File: config.mk
export PLATFORM = sky130hd
export DESIGN_NAME = dual_bank_status
export DESIGN_NICKNAME = d
export VERILOG_FILES = /design/src/rtl/dbs_pkg.sv /design/src/rtl/dbs_bank.sv /design/src/rtl/dbs_bank_sel.sv /design/src/rtl/dbs_read_port.sv /design/src/rtl/dual_bank_status.sv
export SDC_FILE = /design/constraint.sdc
export NUM_CORES = 1
export LEC_CHECK = 0
export ABC_AREA = 1
export ABC_CLOCK_PERIOD_IN_PS = 2800
export BUFFER_PORTS_ARGS = -buffer_cell sky130_fd_sc_hd__buf_2
export CAP_MARGIN = 20
export CORE_MARGIN = 10
export CORE_UTILIZATION = 35
export CTS_CLUSTER_DIAMETER = 150
export DETAILED_ROUTE_END_ITERATION = 16
export PLACE_DENSITY = 0.69
export SLEW_MARGIN = 20
export SYNTH_ARGS = -nofsm -noshare
export SYNTH_HDL_FRONTEND = slang
export SYNTH_SLANG_ARGS = --single-unit
File: constraint.sdc
create_clock -name clk -period 2.8 [get_ports clk]
set_clock_uncertainty 0.2 [all_clocks]
set_input_delay 0.28 -clock clk [delete_from_list [all_inputs] [get_ports clk]]
set_output_delay 0.28 -clock clk [all_outputs]
set_load 0.005 [all_outputs]
File: src/rtl/dbs_pkg.sv
package dbs_pkg;
  localparam int NUM_BANKS = 2;
  localparam int SR_W      = 8;

  localparam int SR_READY  = 7;
  localparam int SR_ESUSP  = 6;
  localparam int SR_EERR   = 5;
  localparam int SR_PERR   = 4;
  localparam int SR_VERR   = 3;
  localparam int SR_PSUSP  = 2;
  localparam int SR_LERR   = 1;

  localparam logic [SR_W-1:0] ERR_MASK =
    SR_W'((1 << SR_EERR) | (1 << SR_PERR) | (1 << SR_VERR) | (1 << SR_LERR));

  typedef struct packed {
    logic esusp;
    logic eerr;
    logic perr;
    logic verr;
    logic psusp;
    logic lerr;
  } sticky_t;

  function automatic logic [SR_W-1:0] pack_status(input logic busy, input sticky_t s);
    logic [SR_W-1:0] w;
    w           = '0;
    w[SR_READY] = ~(busy & ~(s.psusp | s.esusp));
    w[SR_ESUSP] = s.esusp;
    w[SR_EERR]  = s.eerr;
    w[SR_PERR]  = s.perr;
    w[SR_VERR]  = s.verr;
    w[SR_PSUSP] = s.psusp;
    w[SR_LERR]  = s.lerr;
    return w;
  endfunction
endpackage

File: src/rtl/dbs_bank.sv
module dbs_bank
  import dbs_pkg::*;
(
  input  logic            clk,
  input  logic            rst_n,
  input  logic            busy,
  input  logic            set_perr,
  input  logic            set_eerr,
  input  logic            set_verr,
  input  logic            set_lerr,
  input  logic            set_seq,
  input  logic            set_psusp,
  input  logic            set_esusp,
  input  logic            resume,
  input  logic            clr,
  output logic [SR_W-1:0] sts
);
  sticky_t cur_q, nxt;

  // clear first, then sets, so a same-cycle event survives the clear
  always_comb begin
    nxt = cur_q;
    if (clr) begin
      nxt.perr = 1'b0;
      nxt.eerr = 1'b0;
      nxt.verr = 1'b0;
      nxt.lerr = 1'b0;
    end
    if (set_perr | set_seq) nxt.perr = 1'b1;
    if (set_eerr | set_seq) nxt.eerr = 1'b1;
    if (set_verr)           nxt.verr = 1'b1;
    if (set_lerr)           nxt.lerr = 1'b1;
    if (resume) begin
      nxt.psusp = 1'b0;
      nxt.esusp = 1'b0;
    end
    if (set_psusp) nxt.psusp = 1'b1;
    if (set_esusp) nxt.esusp = 1'b1;
  end

  always_ff @(posedge clk or negedge rst_n) begin
    if (!rst_n) cur_q <= '0;
    else        cur_q <= nxt;
  end

  assign sts = pack_status(busy, cur_q);
endmodule

File: src/rtl/dbs_bank_sel.sv
module dbs_bank_sel #(
  parameter int ADDR_W       = 21,
  parameter int BANK_A_WORDS = 262144,
  parameter bit TOP_BOOT     = 1'b0
) (
  input  logic [ADDR_W-1:0] addr,
  output logic              bank_idx
);
  generate
    if (TOP_BOOT) begin : g_top
      localparam logic [ADDR_W-1:0] A_LO = ADDR_W'((2 ** ADDR_W) - BANK_A_WORDS);
      assign bank_idx = (addr >= A_LO) ? 1'b0 : 1'b1;
    end else begin : g_bottom
      localparam logic [ADDR_W-1:0] A_END = ADDR_W'(BANK_A_WORDS);
      assign bank_idx = (addr < A_END) ? 1'b0 : 1'b1;
    end
  endgenerate
endmodule

File: src/rtl/dbs_read_port.sv
module dbs_read_port
  import dbs_pkg::*;
#(
  parameter int DATA_W = 16
) (
  input  logic                           clk,
  input  logic                           rst_n,
  input  logic                           rd_valid,
  output logic                           rd_ready,
  input  logic                           rd_bank,
  input  logic [NUM_BANKS-1:0][SR_W-1:0] bank_sts,
  output logic                           rsp_valid,
  input  logic                           rsp_ready,
  output logic [DATA_W-1:0]              rsp_data
);
  localparam int PAD_W = DATA_W - SR_W;

  logic accept;

  assign rd_ready = ~rsp_valid | rsp_ready;
  assign accept   = rd_valid & rd_ready;

  always_ff @(posedge clk or negedge rst_n) begin
    if (!rst_n) begin
      rsp_valid <= 1'b0;
      rsp_data  <= '0;
    end else begin
      if (accept) begin
        rsp_valid <= 1'b1;
        rsp_data  <= {{PAD_W{1'b0}}, bank_sts[rd_bank]};
      end else if (rsp_ready) begin
        rsp_valid <= 1'b0;
      end
    end
  end
endmodule

File: src/rtl/dual_bank_status.sv
module dual_bank_status
  import dbs_pkg::*;
#(
  parameter int ADDR_W       = 21,
  parameter int BANK_A_WORDS = 262144,
  parameter bit TOP_BOOT     = 1'b0,
  parameter int DATA_W       = 16
) (
  input  logic                 clk,
  input  logic                 rst_n,
  input  logic [NUM_BANKS-1:0] eng_busy,
  input  logic [NUM_BANKS-1:0] ev_prog_fail,
  input  logic [NUM_BANKS-1:0] ev_erase_fail,
  input  logic [NUM_BANKS-1:0] ev_vpp_low,
  input  logic [NUM_BANKS-1:0] ev_lock_hit,
  input  logic [NUM_BANKS-1:0] ev_seq_err,
  input  logic [NUM_BANKS-1:0] ev_psusp,
  input  logic [NUM_BANKS-1:0] ev_esusp,
  input  logic [NUM_BANKS-1:0] ev_resume,
  input  logic [NUM_BANKS-1:0] clr_req,
  input  logic                 rd_valid,
  output logic                 rd_ready,
  input  logic [ADDR_W-1:0]    rd_addr,
  output logic                 rsp_valid,
  input  logic                 rsp_ready,
  output logic [DATA_W-1:0]    rsp_data
);
  logic [NUM_BANKS-1:0][SR_W-1:0] bank_sts;
  logic                           sel_bank;

  generate
    for (genvar b = 0; b < NUM_BANKS; b++) begin : g_bank
      dbs_bank u_bank (
        .clk       (clk),
        .rst_n     (rst_n),
        .busy      (eng_busy[b]),
        .set_perr  (ev_prog_fail[b]),
        .set_eerr  (ev_erase_fail[b]),
        .set_verr  (ev_vpp_low[b]),
        .set_lerr  (ev_lock_hit[b]),
        .set_seq   (ev_seq_err[b]),
        .set_psusp (ev_psusp[b]),
        .set_esusp (ev_esusp[b]),
        .resume    (ev_resume[b]),
        .clr       (clr_req[b]),
        .sts       (bank_sts[b])
      );
    end
  endgenerate

  dbs_bank_sel #(
    .ADDR_W       (ADDR_W),
    .BANK_A_WORDS (BANK_A_WORDS),
    .TOP_BOOT     (TOP_BOOT)
  ) u_sel (
    .addr     (rd_addr),
    .bank_idx (sel_bank)
  );

  dbs_read_port #(.DATA_W(DATA_W)) u_rd (
    .clk       (clk),
    .rst_n     (rst_n),
    .rd_valid  (rd_valid),
    .rd_ready  (rd_ready),
    .rd_bank   (sel_bank),
    .bank_sts  (bank_sts),
    .rsp_valid (rsp_valid),
    .rsp_ready (rsp_ready),
    .rsp_data  (rsp_data)
  );
endmodule

; Word-level counts from Yosys, hierarchy flattened
; Index checks and enable logic that the tools add are counted.
[totals]
regBits = 21
input_bits = 45
out_inout_bits = 18
elab_cells = 67
[classes]
n_lt_le_gt_ge = 2
mux = 23
bitwise_logic = 15
reduce_logical = 13
[op_table]
columns = operator, count
row1 = $reduce_bool A2 Y1, 13
row2 = $lt A21 B19 Y1 const B, 1
row3 = $mux W1, 19
row4 = $mux W8, 2
row5 = $or A1 B1 Y1, 7
row6 = $mux W3, 2
row7 = $not A1 Y1, 5
row8 = $and A1 B1 Y1, 3
row9 = $lt A1 B2 Y1 const B, 1

; Depth between registers and ports, before layout
; Gate-level depths: netlist of the first run.
[depth]
depth_word = 6
mapped_depth = 6
mapped_depth_nobuf = 6

; By module
; From an unflattened synthesis of the first run, not the netlist that was laid out.
[unflattened]
cells_unflattened = 137
area_unflattened_um2 = 1023.5
[by_module_without_submodules]
columns = module, instances, cells_per_inst, area_per_inst_um2, seq_area_each_um2
row1 = dbs_read_port, 1, 74, 524.3, 225.2
row2 = dbs_bank, 2, 30, 244.0, 150.1
row3 = dbs_bank_sel, 1, 3, 11.3, 0.0

; Worst setup path after synthesis of the first run
; Ideal clock, no wire load.
[synth_timing]
kind = register to register
startpoint = reg u_rd.rsp_valid
endpoint = reg u_rd.rsp_data[7]
setup_time_ps = 64
t_arrival_ps = 777
required_time_ps = 2536
slack_ps = 1759
path_stages_with_launch = 6
n_path_buf = 0
synth_period_minus_slack_ps = 1041
cell_sequence = dfrtp_1 -> nand2_2 -> nand2_4 -> inv_8 -> nand3_2 -> nand2_2
[synth_between]
elab_chain_cells = 3
[synth_rtl]
columns = item, line_no
row1 = from (decl), dbs_read_port.sv:12  ; output logic rsp_valid,
row2 = from (signal assigned), dbs_read_port.sv:25  ; rsp_valid <= 1'b0;
row3 = from (signal assigned), dbs_read_port.sv:29  ; rsp_valid <= 1'b1;
row4 = from (signal assigned), dbs_read_port.sv:32  ; rsp_valid <= 1'b0;
row5 = $not A1 Y1, dbs_read_port.sv:20  ; assign rd_ready = ~rsp_valid | rsp_ready;
row6 = $or A1 B1 Y1, dbs_read_port.sv:20
row7 = named net rd_ready, dual_bank_status.sv:22  ; output logic rd_ready,
row8 = $and A1 B1 Y1, dbs_read_port.sv:21  ; assign accept = rd_valid & rd_ready;
row9 = to (signal assigned), dbs_read_port.sv:30  ; rsp_data <= {{PAD_W{1'b0}}, bank_sts[rd_bank]};
row10 = to (decl), dbs_read_port.sv:14  ; output logic [DATA_W-1:0] rsp_data
; The timed path passes the listed nets, and every way through them passes these cells.
; A chain may end at the register's enable or synchronous reset.

; Worst setup path after layout of the first run
[layout_timing]
startpoint = in ev_prog_fail[0]
endpoint = reg g_bank[0].u_bank.cur_q (netlist bit g_bank[0].u_bank.sts[4])
[layout_between]
elab_chain_cells = 2
word_cells_on_any_way = 3
classes_between = mux: 1 / bitwise: 1 / reduce/logical: 1
[layout_rtl]
columns = item, line_no
row1 = from (decl), dual_bank_status.sv:12  ; input logic [NUM_BANKS-1:0] ev_prog_fail,
row2 = $or A1 B1 Y1 (*), dbs_bank.sv:29  ; if (set_perr | set_seq) nxt.perr = 1'b1;
row3 = $mux W1 or $reduce_bool A2 Y1 (tied branches), n/a
row4 = to (signal assigned), dbs_bank.sv:43  ; else cur_q <= nxt;
row5 = to (decl), dbs_bank.sv:18  ; sticky_t cur_q, nxt;
; Mark *: on every way between the ends. The rest lies on a longest branch, timed or not.

==> results of run 1 <==
-- repair_timing --
item,4_1_cts,5_1_grt
endpoints found under the hold margin,32,0
setup endpoints to repair,0,0
hold buffers,24,0
resized for setup,0,0
-- cells in the mapped netlist --
cell | count | area (sq um)
sky130_fd_sc_hd__conb_1 | 1 | 3.75
sky130_fd_sc_hd__nand2_2 | 4 | 25.0
sky130_fd_sc_hd__nand3_1 | 12 | 60.1
sky130_fd_sc_hd__nor2_2 | 1 | 6.26
sky130_fd_sc_hd__clkinv_1 | 1 | 3.75
sky130_fd_sc_hd__nand2_4 | 2 | 22.5
sky130_fd_sc_hd__inv_2 | 4 | 15.0
sky130_fd_sc_hd__inv_1 | 10 | 37.5
sky130_fd_sc_hd__nand2_1 | 22 | 82.6
sky130_fd_sc_hd__nand3_2 | 1 | 10.0
sky130_fd_sc_hd__nor2_1 | 5 | 18.8
sky130_fd_sc_hd__inv_8 | 1 | 11.3
sky130_fd_sc_hd__dfrtp_1 | 20 | 500
sky130_fd_sc_hd__nor2_4 | 1 | 11.3
sky130_fd_sc_hd__o21bai_1 | 8 | 60.1
sky130_fd_sc_hd__o21ai_0 | 4 | 20.0
sky130_fd_sc_hd__buf_4 | 9 | 67.6
-- area by class of cell --
type / count / share of cell area (%)
clock buffer: 3 / 1.62
sequential: 20 / 35.9
tap: 30 / 2.69
timing repair buffer: 59 / 29.8
inverter: 16 / 4.85
multi-input combinational: 69 / 25.1
-- flip-flops by register name, summed over array words and instances, names as in the netlist --
| signal | cells |
|---|---|
| u_rd.rsp_data | 7 |
| g_bank.u_bank.sts | 12 |
| u_rd.rsp_valid | 1 |
-- metal layers --
metal | global-route usage [%] | up-vias
li1 | - | 434
met2 | 14.8 | 41
met4 | 4.09 | 0
met1 | 10.9 | 360
met3 | 4.63 | 6
met5 | 0 | -
-- power groups by stage --
| stage | Clock [W] | Combinational [W] | Sequential, W |
|---|---|---|---|
| 2_1_floorplan | 0 | 0.0000613 | 0.000335 |
| 3_3_place_gp | 0 | 0.000107 | 0.000333 |
| 3_5_place_dp | 0 | 0.000110 | 0.000335 |
| 4_1_cts | 0.000137 | 0.000137 | 0.000329 |
| 5_1_grt | 0.000146 | 0.000156 | 0.000332 |
| 6_report | 0.000132 | 0.000138 | 0.000328 |
-- cells by family (layout without fill, tap and decap cells) --
kind of cell,Yosys count,count (layout),share of synthesized area [%]
and+or+nand+nor,48,48,24.7
DFF,20,20,52.4
buffers and inverters,25,78,14.1
other,1,9,0.392
AOI/OAI and AO/OA,12,12,8.38
-- worst paths after layout --
check	from	to	slack [ns]	cells past startpoint
hold / removal	clr_req[1]	g_bank[1].u_bank.sts[4]$_DFFE_PN0P_	0.007	2
setup / recovery	ev_prog_fail[0]	g_bank[0].u_bank.sts[4]$_DFFE_PN0P_	0.56	6
hold reg to reg	u_rd.rsp_data[4]$_DFFE_PN0P_	u_rd.rsp_data[4]$_DFFE_PN0P_	0.29	2
min in group asynchronous	rst_n	g_bank[1].u_bank.sts[3]$_DFFE_PN0P_	0.25	2
setup reg to reg	g_bank[0].u_bank.sts[4]$_DFFE_PN0P_	g_bank[0].u_bank.sts[4]$_DFFE_PN0P_	1.39	3
max in group asynchronous	rst_n	u_rd.rsp_data[4]$_DFFE_PN0P_	1.85	2
-- stage by stage --
stage	utilization, %	setup slack, ns	hold slack [ns]
6_report	54.8	0.561	0.00694
2_1_floorplan	-	1.76	-0.216
3_5_place_dp	44.4	1.58	0.0479
4_1_cts	54.8	0.631	0.00431
3_3_place_gp	44.4	1.60	0.0336
5_1_grt	54.8	0.485	0.00745
-- cells in the final DEF, fill, tap and decap left out, drive strengths merged, types with 4 or more instances in the layout --
cell / n
conb: 9
nand3: 13
buf: 35
inv: 15
nand2: 28
nor2: 7
dlygate4sd3: 24
o21bai: 8
o21ai: 4
dfrtp: 20
==> results.txt, run 1 <==
In the global route stage, overall resource usage came out at 9.54%. The first detailed-routing pass took 4 iterations. The worst hold path belongs to the class in2reg. In this run the count of I/O pins placed on the die edge is 63.

The antenna diode count is 0. The family of cells with the greatest summed delay on the critical path was buffers and inverters. The sequential fraction of the synthesis area was 52.4%; the placeable core area was 2540 sq um. Setup repair after global routing left no endpoint under its margin.

The run gives 1130 sq um as the instance area after placement. STA puts the critical path data arrival time at 2.22 ns. The maximum single-stage delay on the critical path was 0.56 ns. After detailed routing, the average wire length per cell comes to 12.5 um. In this run the cell area of the synthesized design comes to 956 sq um.

The area taken by flip-flops and latches is 500 sq um, and the setup violation total in the final timing report is 0. For this run, the post-layout net count is 214. In this run the tool buffered the top-level ports with 35 buffer cells. The die footprint was 5220 sq um.

Clock-pin slew was measured on the worst setup and hold paths at 0.10 ns. The number of hold violations in the final report is 0, and the achievable frequency is 447 MHz. The run gives 21 as the maximum number of pins on one net before global-route repair. Maximum clock insertion buffer count: 2. The logs give 170 for the number of cells after detailed placement and 17 for the count of unique library cells instantiated by Yosys. The congestion estimate from routability-driven global placement came to 0.718. Post-CTS timing repair inserted 0 buffers for setup. The die outline height is 72.3 um. After routing the design area is 1390 sq um. Total power divided by cell area: 429 nW/um^2. For the power after layout, the log shows 0.000598 W. The detailed router placed 841 vias in this run.

The finished layout holds 197 standard cells, fillers aside. The root buffer cell chosen for the clock tree is sky130_fd_sc_hd__clkbuf_4. Nature of the critical path startpoint: a primary input. Once the floorplan was initialized, standard cells occupied 37.6% of the core.

The number of global-route vias before repair was 946; the largest fanout on the critical path was 1. Post-synthesis sequential element count: 20. The run finished with clean final reports.

The run gives 0 as the DRC violation count after routing. Sequential cells account for 54.9% of the total power. TritonCTS built the clock tree. After detailed routing, the number of vias per cell comes to 4.27. The worst setup path is of the in2reg kind.

In this run the static leakage power is 0.748 nW. The final setup TNS was 0 ns. For the worst setup path, the data required time is 2.78 ns.

Detailed routing placed a total of 1.08 mm of wire on met2. The cell-internal power was 0.000437 W; the proportion of power drawn by combinational gates was 23.0%. The run gives 0 as the total congestion overflow. Cells with a size suffix above 1 make up 31.1% of the layout.

Among the stages of the critical path, the cell type that occurs most often is sky130_fd_sc_hd__dlygate4sd3_1. The later pin in the worst-skew pair is clocked with a latency of 0.30 ns. The final antenna-violating net count was 0; the die boundary width was 72.3 um. The tools report the number of antenna violations at the first check in global routing as 0. For the sum of net half-perimeters after detailed placement, the log shows 1.75 mm.

The number of sinks handled by clock tree synthesis came out at 20. For the row count, the log shows 18. Net switching is 26.9% of the power. Final max-slew violation count: 0.

The first global-routing pass estimated 4.14 mm of wire. The tools report the number of H-tree levels as 1. The proportion of power drawn by the clock network was 22.0%. Among all stages on the critical path, the largest delay is contributed by sky130_fd_sc_hd__dlygate4sd3_1. After detailed routing, the wire length on met1 is 1.06 mm.

The first routing iteration left 15 violations. In this run the power spent charging and discharging nets is 0.000161 W. After detailed routing, no signal wire sits above met4. The buffer and inverter count on the worst path was 4. Max-cap violations in this run came to 0. The total area of multi-input combinational cells is 350 sq um. The critical path goes through dlygate4sd3_1, buf_2, nor2_1, dlygate4sd3_1, o21ai_0, dlygate4sd3_1. The run gives 106 as the count of mapped cells out of synthesis. The post-layout minimum cycle time was 2.24 ns. After detailed routing, the met3 layer carries 273 um of wire. TritonCTS created 3 clock buffers.

The worst path uses 79.9% of the clock period. The sum of routed wire length over all layers came out at 2.46 mm. Across the VDD grid, the largest voltage drop is 283 uV.

The yosys synthesis warning count was 0. Type of element capturing the critical path: a flop. A synthesized cell averages 9.02 sq um. The layout overhead on the synthesized area is 45.8%, and the filler cell count is 250.
No activity file was read; power rests on OpenSTA's default activity.
==> inputs of run 2 (changes only) <==
- ABC_AREA: 1 -> 0
- ABC_CLOCK_PERIOD_IN_PS: 2800 -> 1800
- PLACE_DENSITY: 0.69 -> 0.73
- clock period: 2.8 -> 1.8 ns (I/O delays scaled with it)
==> run 2 against run 1 <==
Net effect:
- final cell count is 17% lower
- global-route usage is 0.34 points higher
- core utilization decreased by 0.54 points
- critical endpoint unchanged
- sequential share of layout area is 1.7 points higher
- flip-flop and latch count unchanged
- sequential power grew 55%
- synthesized cell count fell by 28%
- area after synthesis fell by 6.5%
- routed wire length down 1.9%
- largest cell class unchanged
- hold slack better by 0.039 ns
- via count fell by 10%
- count of clock-buffer cells in the layout stayed put
==> results.txt, run 2 <==
The run finished with clean final reports. The switching power total is 0.000230 W (+43%), and the post-cts resize count is 0 (unchanged). The mean instance size in the synthesized netlist was 11.8 sq um (+30%). Total congestion overflow: 0 (unchanged). The count of input and output buffers is 35 (unchanged). Final antenna-violating net count: 0 (unchanged). The tools report the DRC violation total after the first TritonRoute iteration as 11 (-4). The share of the cycle needed by the critical path after routing works out to 94.9%. TritonCTS built the clock tree. The post-CTS repair timing setup buffer count was 0 (unchanged); the sequential fraction of the synthesis area was 56.0% (+3.7 points). Traced cell by cell, the critical path runs through dlygate4sd3_1, buf_2, a211o_1, dlygate4sd3_1. The total power divided by cell area works out to 783 nW/um^2 (+83%).

The required time of the critical path came out at 1.78 ns (-1.00 ns). The share of synthesized registers carrying an async set or reset came out at 100% (unchanged). The most area-hungry cell type in the Yosys netlist is sky130_fd_sc_hd__dfrtp_1.

The number of optimization iterations in the first detailed-route pass was 4 (unchanged); the yosys synthesis warning count was 0 (unchanged). The area share of the largest cell type after synthesis was 56.0% (+3.7 points); the count of unique library cells instantiated by Yosys was 19 (+2). The number of hold violations in the final report came out at 0 (unchanged).

The logs give 63 (unchanged) for the I/O pin count and 858 (-9.3%) for the number of global-route vias before repair. The run gives 2 (unchanged) as the maximum clock insertion buffer count. Number of synthesized flops with an enable pin: 0 (unchanged). The first-pass GRT wire length is 3.96 mm (-4.3%). In the synthesized netlist, the cells that appear most often are sky130_fd_sc_hd__dfrtp_1, sky130_fd_sc_hd__a21oi_1, sky130_fd_sc_hd__buf_4. The final net count came out at 180 (-16%).

The final max-slew violation count came out at 0 (unchanged). The library cell used most frequently in the layout, excluding fill and tap cells, is sky130_fd_sc_hd__buf_2. The tools report the global router's overall resource usage as 9.88% (+0.34 points). The cell with the largest stage delay on the worst path was sky130_fd_sc_hd__dlygate4sd3_1. Clock tree synthesis selected as its root buffer the cell sky130_fd_sc_hd__clkbuf_4.

The cell-internal power is 0.000812 W (+86%). The top cell types in the final layout, fill and taps aside, are sky130_fd_sc_hd__buf_2, sky130_fd_sc_hd__dlygate4sd3_1, sky130_fd_sc_hd__dfrtp_1, sky130_fd_sc_hd__a21oi_1, sky130_fd_sc_hd__conb_1. The clock network latency to the later pin of the worst-skew pair was 0.29 ns (about the same). The filler cell count is 229 (-8.4%), and the switching part of the total is 22.1% (-4.8 points).

The tools report the leakage power figure as 0.613 nW (-18%). The tools report the number of sinks handled by clock tree synthesis as 20 (unchanged). The die footprint was 4970 sq um (-4.8%).

The instance count on the critical path was 4 (-2). The prevailing post-synth register cell is sky130_fd_sc_hd__dfrtp_1. The worst path needs 1.71 ns of the cycle, external delays included. The logs give 0.721 (+0.53%) for the last weighted congestion value of the routability-driven placer and 755 (-10%) for the via total after detailed routing. The worst setup path is of the in2reg kind. The maximum number of pins on one net before global-route repair was 21 (unchanged); the largest fanout on the critical path was 1 (unchanged). The post-synthesis sequential element count came out at 20 (unchanged). The tools report the row count as 18 (unchanged).

Depth of the worst register-to-register path: 2 (-1). The die outline height is 70.5 um (-2.4%), and the cell depth of the worst min-delay path is 3 (+1). The antenna diode count came out at 0 (unchanged). The worst setup path is captured at a flop. The clock-pin slew reported for the worst setup and hold paths after clock tree synthesis works out to 0.11 ns (about the same). Ranked by total cell area, the synthesized netlist is headed by sky130_fd_sc_hd__dfrtp_1, sky130_fd_sc_hd__buf_4, sky130_fd_sc_hd__a21oi_1.

The flip-flop count of the largest register after layout came out at 12 (unchanged). For the starting density of the core, the log shows 36.4% (-1.2 points). By instance count, the cell type seen most on the critical path is sky130_fd_sc_hd__dlygate4sd3_1. The most common cell in the synthesized netlist is sky130_fd_sc_hd__dfrtp_1. The final design utilization was 54.2% (-0.54 points). The total CTS buffers is 3 (unchanged), and the number of antenna violations at the first check in global routing is 0 (unchanged). Setup repair after global routing left no endpoint under its margin. The data arrival time at the worst-slack endpoint is 1.69 ns (-0.53 ns), and the proportion of power drawn by combinational gates is 17.2% (-5.8 points). For the peak supply drop, the log shows 508 uV (+80%).

The family of cells with the greatest summed delay on the critical path is buffers and inverters. The die boundary width works out to 70.5 um (-2.4%). The maximum single-stage delay on the critical path is 0.58 ns (+0.02 ns), and the share of cells above drive strength 1 is 30.6% (-0.54 points).

The nature of the critical path startpoint is a primary input. The achievable frequency came out at 585 MHz. For the sum of routed wire length over all layers, the log shows 2.41 mm (-1.9%).

The tightest min-delay check is of the in2reg type. The count of mapped cells out of synthesis is 76 (-28%). Total standard cell area after synthesis: 893 sq um (-6.5%). The layout overhead on the synthesized area was 49.0%; the DRC violation count after routing was 0 (unchanged). The final setup TNS came out at 0 ns (unchanged).

The count of max-cap constraint violations came out at 0 (unchanged). The sum of net half-perimeters after detailed placement is 1.68 mm (-4.3%), and the buffer and inverter count on the worst path is 3 (-1). The final routed wire length divided by cell count was 14.7 um (+18%); the average via count per standard cell was 4.60 (+7.8%). The logs give 0 (unchanged) for the setup violation total in the final timing report and 48.7% (-6.2 points) for the sequential group share of total power. The placeable core area was 2450 sq um (-3.5%). The proportion of power drawn by the clock network was 34.1% (+12 points).

Number of H-tree levels: 1 (unchanged).
## run 2: final timing paths
check / endpoint / startpoint / slack (ns)
setup / recovery: g_bank[0].u_bank.sts[4]$_DFFE_PN0P_ / ev_prog_fail[0] / 0.09
hold / removal: g_bank[1].u_bank.sts[3]$_DFFE_PN0P_ / clr_req[1] / 0.05
setup reg to reg: g_bank[0].u_bank.sts[4]$_DFFE_PN0P_ / g_bank[0].u_bank.sts[4]$_DFFE_PN0P_ / 0.23
hold reg to reg: g_bank[0].u_bank.sts[1]$_DFFE_PN0P_ / g_bank[0].u_bank.sts[1]$_DFFE_PN0P_ / 0.29
max in group asynchronous: g_bank[0].u_bank.sts[6]$_DFFE_PN0P_ / rst_n / 0.94
min in group asynchronous: g_bank[0].u_bank.sts[5]$_DFFE_PN0P_ / rst_n / 0.16
## run 2: kinds of logic after synthesis
group	after synthesis	synth area share, %
DFF	20	56.0
other	1	0.420
and+or+nand+nor	7	6.16
AOI/OAI and AO/OA	26	19.2
buffers and inverters	16	11.5
muxes	6	6.72
## run 2: cell type report
cell class	count	area, sq um	area share, %
Sequential cell	20	500	37.6
Timing Repair Buffer	58	405	30.5
Multi-Input combinational cell	48	320	24.1
Tap cell	30	37.5	2.82
Clock inverter	1	30.0	2.26
Clock buffer	3	22.5	1.69
Inverter	4	15.0	1.13
## run 2: metal layers
layer | GRT usage (%) | part of all wire (%) | vias to the layer above
met1 | 9.45 | 36 | 352
met4 | 4.17 | 2.3 | 0
met5 | 0 | 0 | -
li1 | - | - | 363
met3 | 4.38 | 8.6 | 6
met2 | 17.9 | 53 | 34
## run 2: repair_timing
action	CTS	global route
hold buffers	23	0
endpoints found under the hold margin	34	0
setup endpoints to repair	0	0
## run 2: power by group through the flow
stage / clock network, W / logic (W) / registers, W
after floorplan: 0 / 0.0000786 / 0.000516
after global placement: 0 / 0.000134 / 0.000515
after detailed placement: 0 / 0.000138 / 0.000517
after CTS: 0.000364 / 0.000178 / 0.000508
after global routing: 0.000402 / 0.000201 / 0.000513
final: 0.000356 / 0.000180 / 0.000508
## run 2: worst reg2reg max path, stage by stage (launching register included)
cell	delay (ns)
sky130_fd_sc_hd__dfrtp_1	0.41
sky130_fd_sc_hd__a211o_1	0.27
sky130_fd_sc_hd__dlygate4sd3_1	0.58
## run 2: per-stage QoR
step	instances	setup WS [ns]	instance area [sq um]	total power (W)	hold slack (ns)
global route	164	0.0846	1330	0.00112	0.0349
finish	164	0.0915	1330	0.00104	0.0463
detailed placement	137	0.356	1050	0.000655	-0.0530
CTS	164	0.176	1330	0.00105	0.0201
floorplan	84	0.414	923	0.000595	-0.316
global placement	137	0.374	1050	0.000650	-0.0649
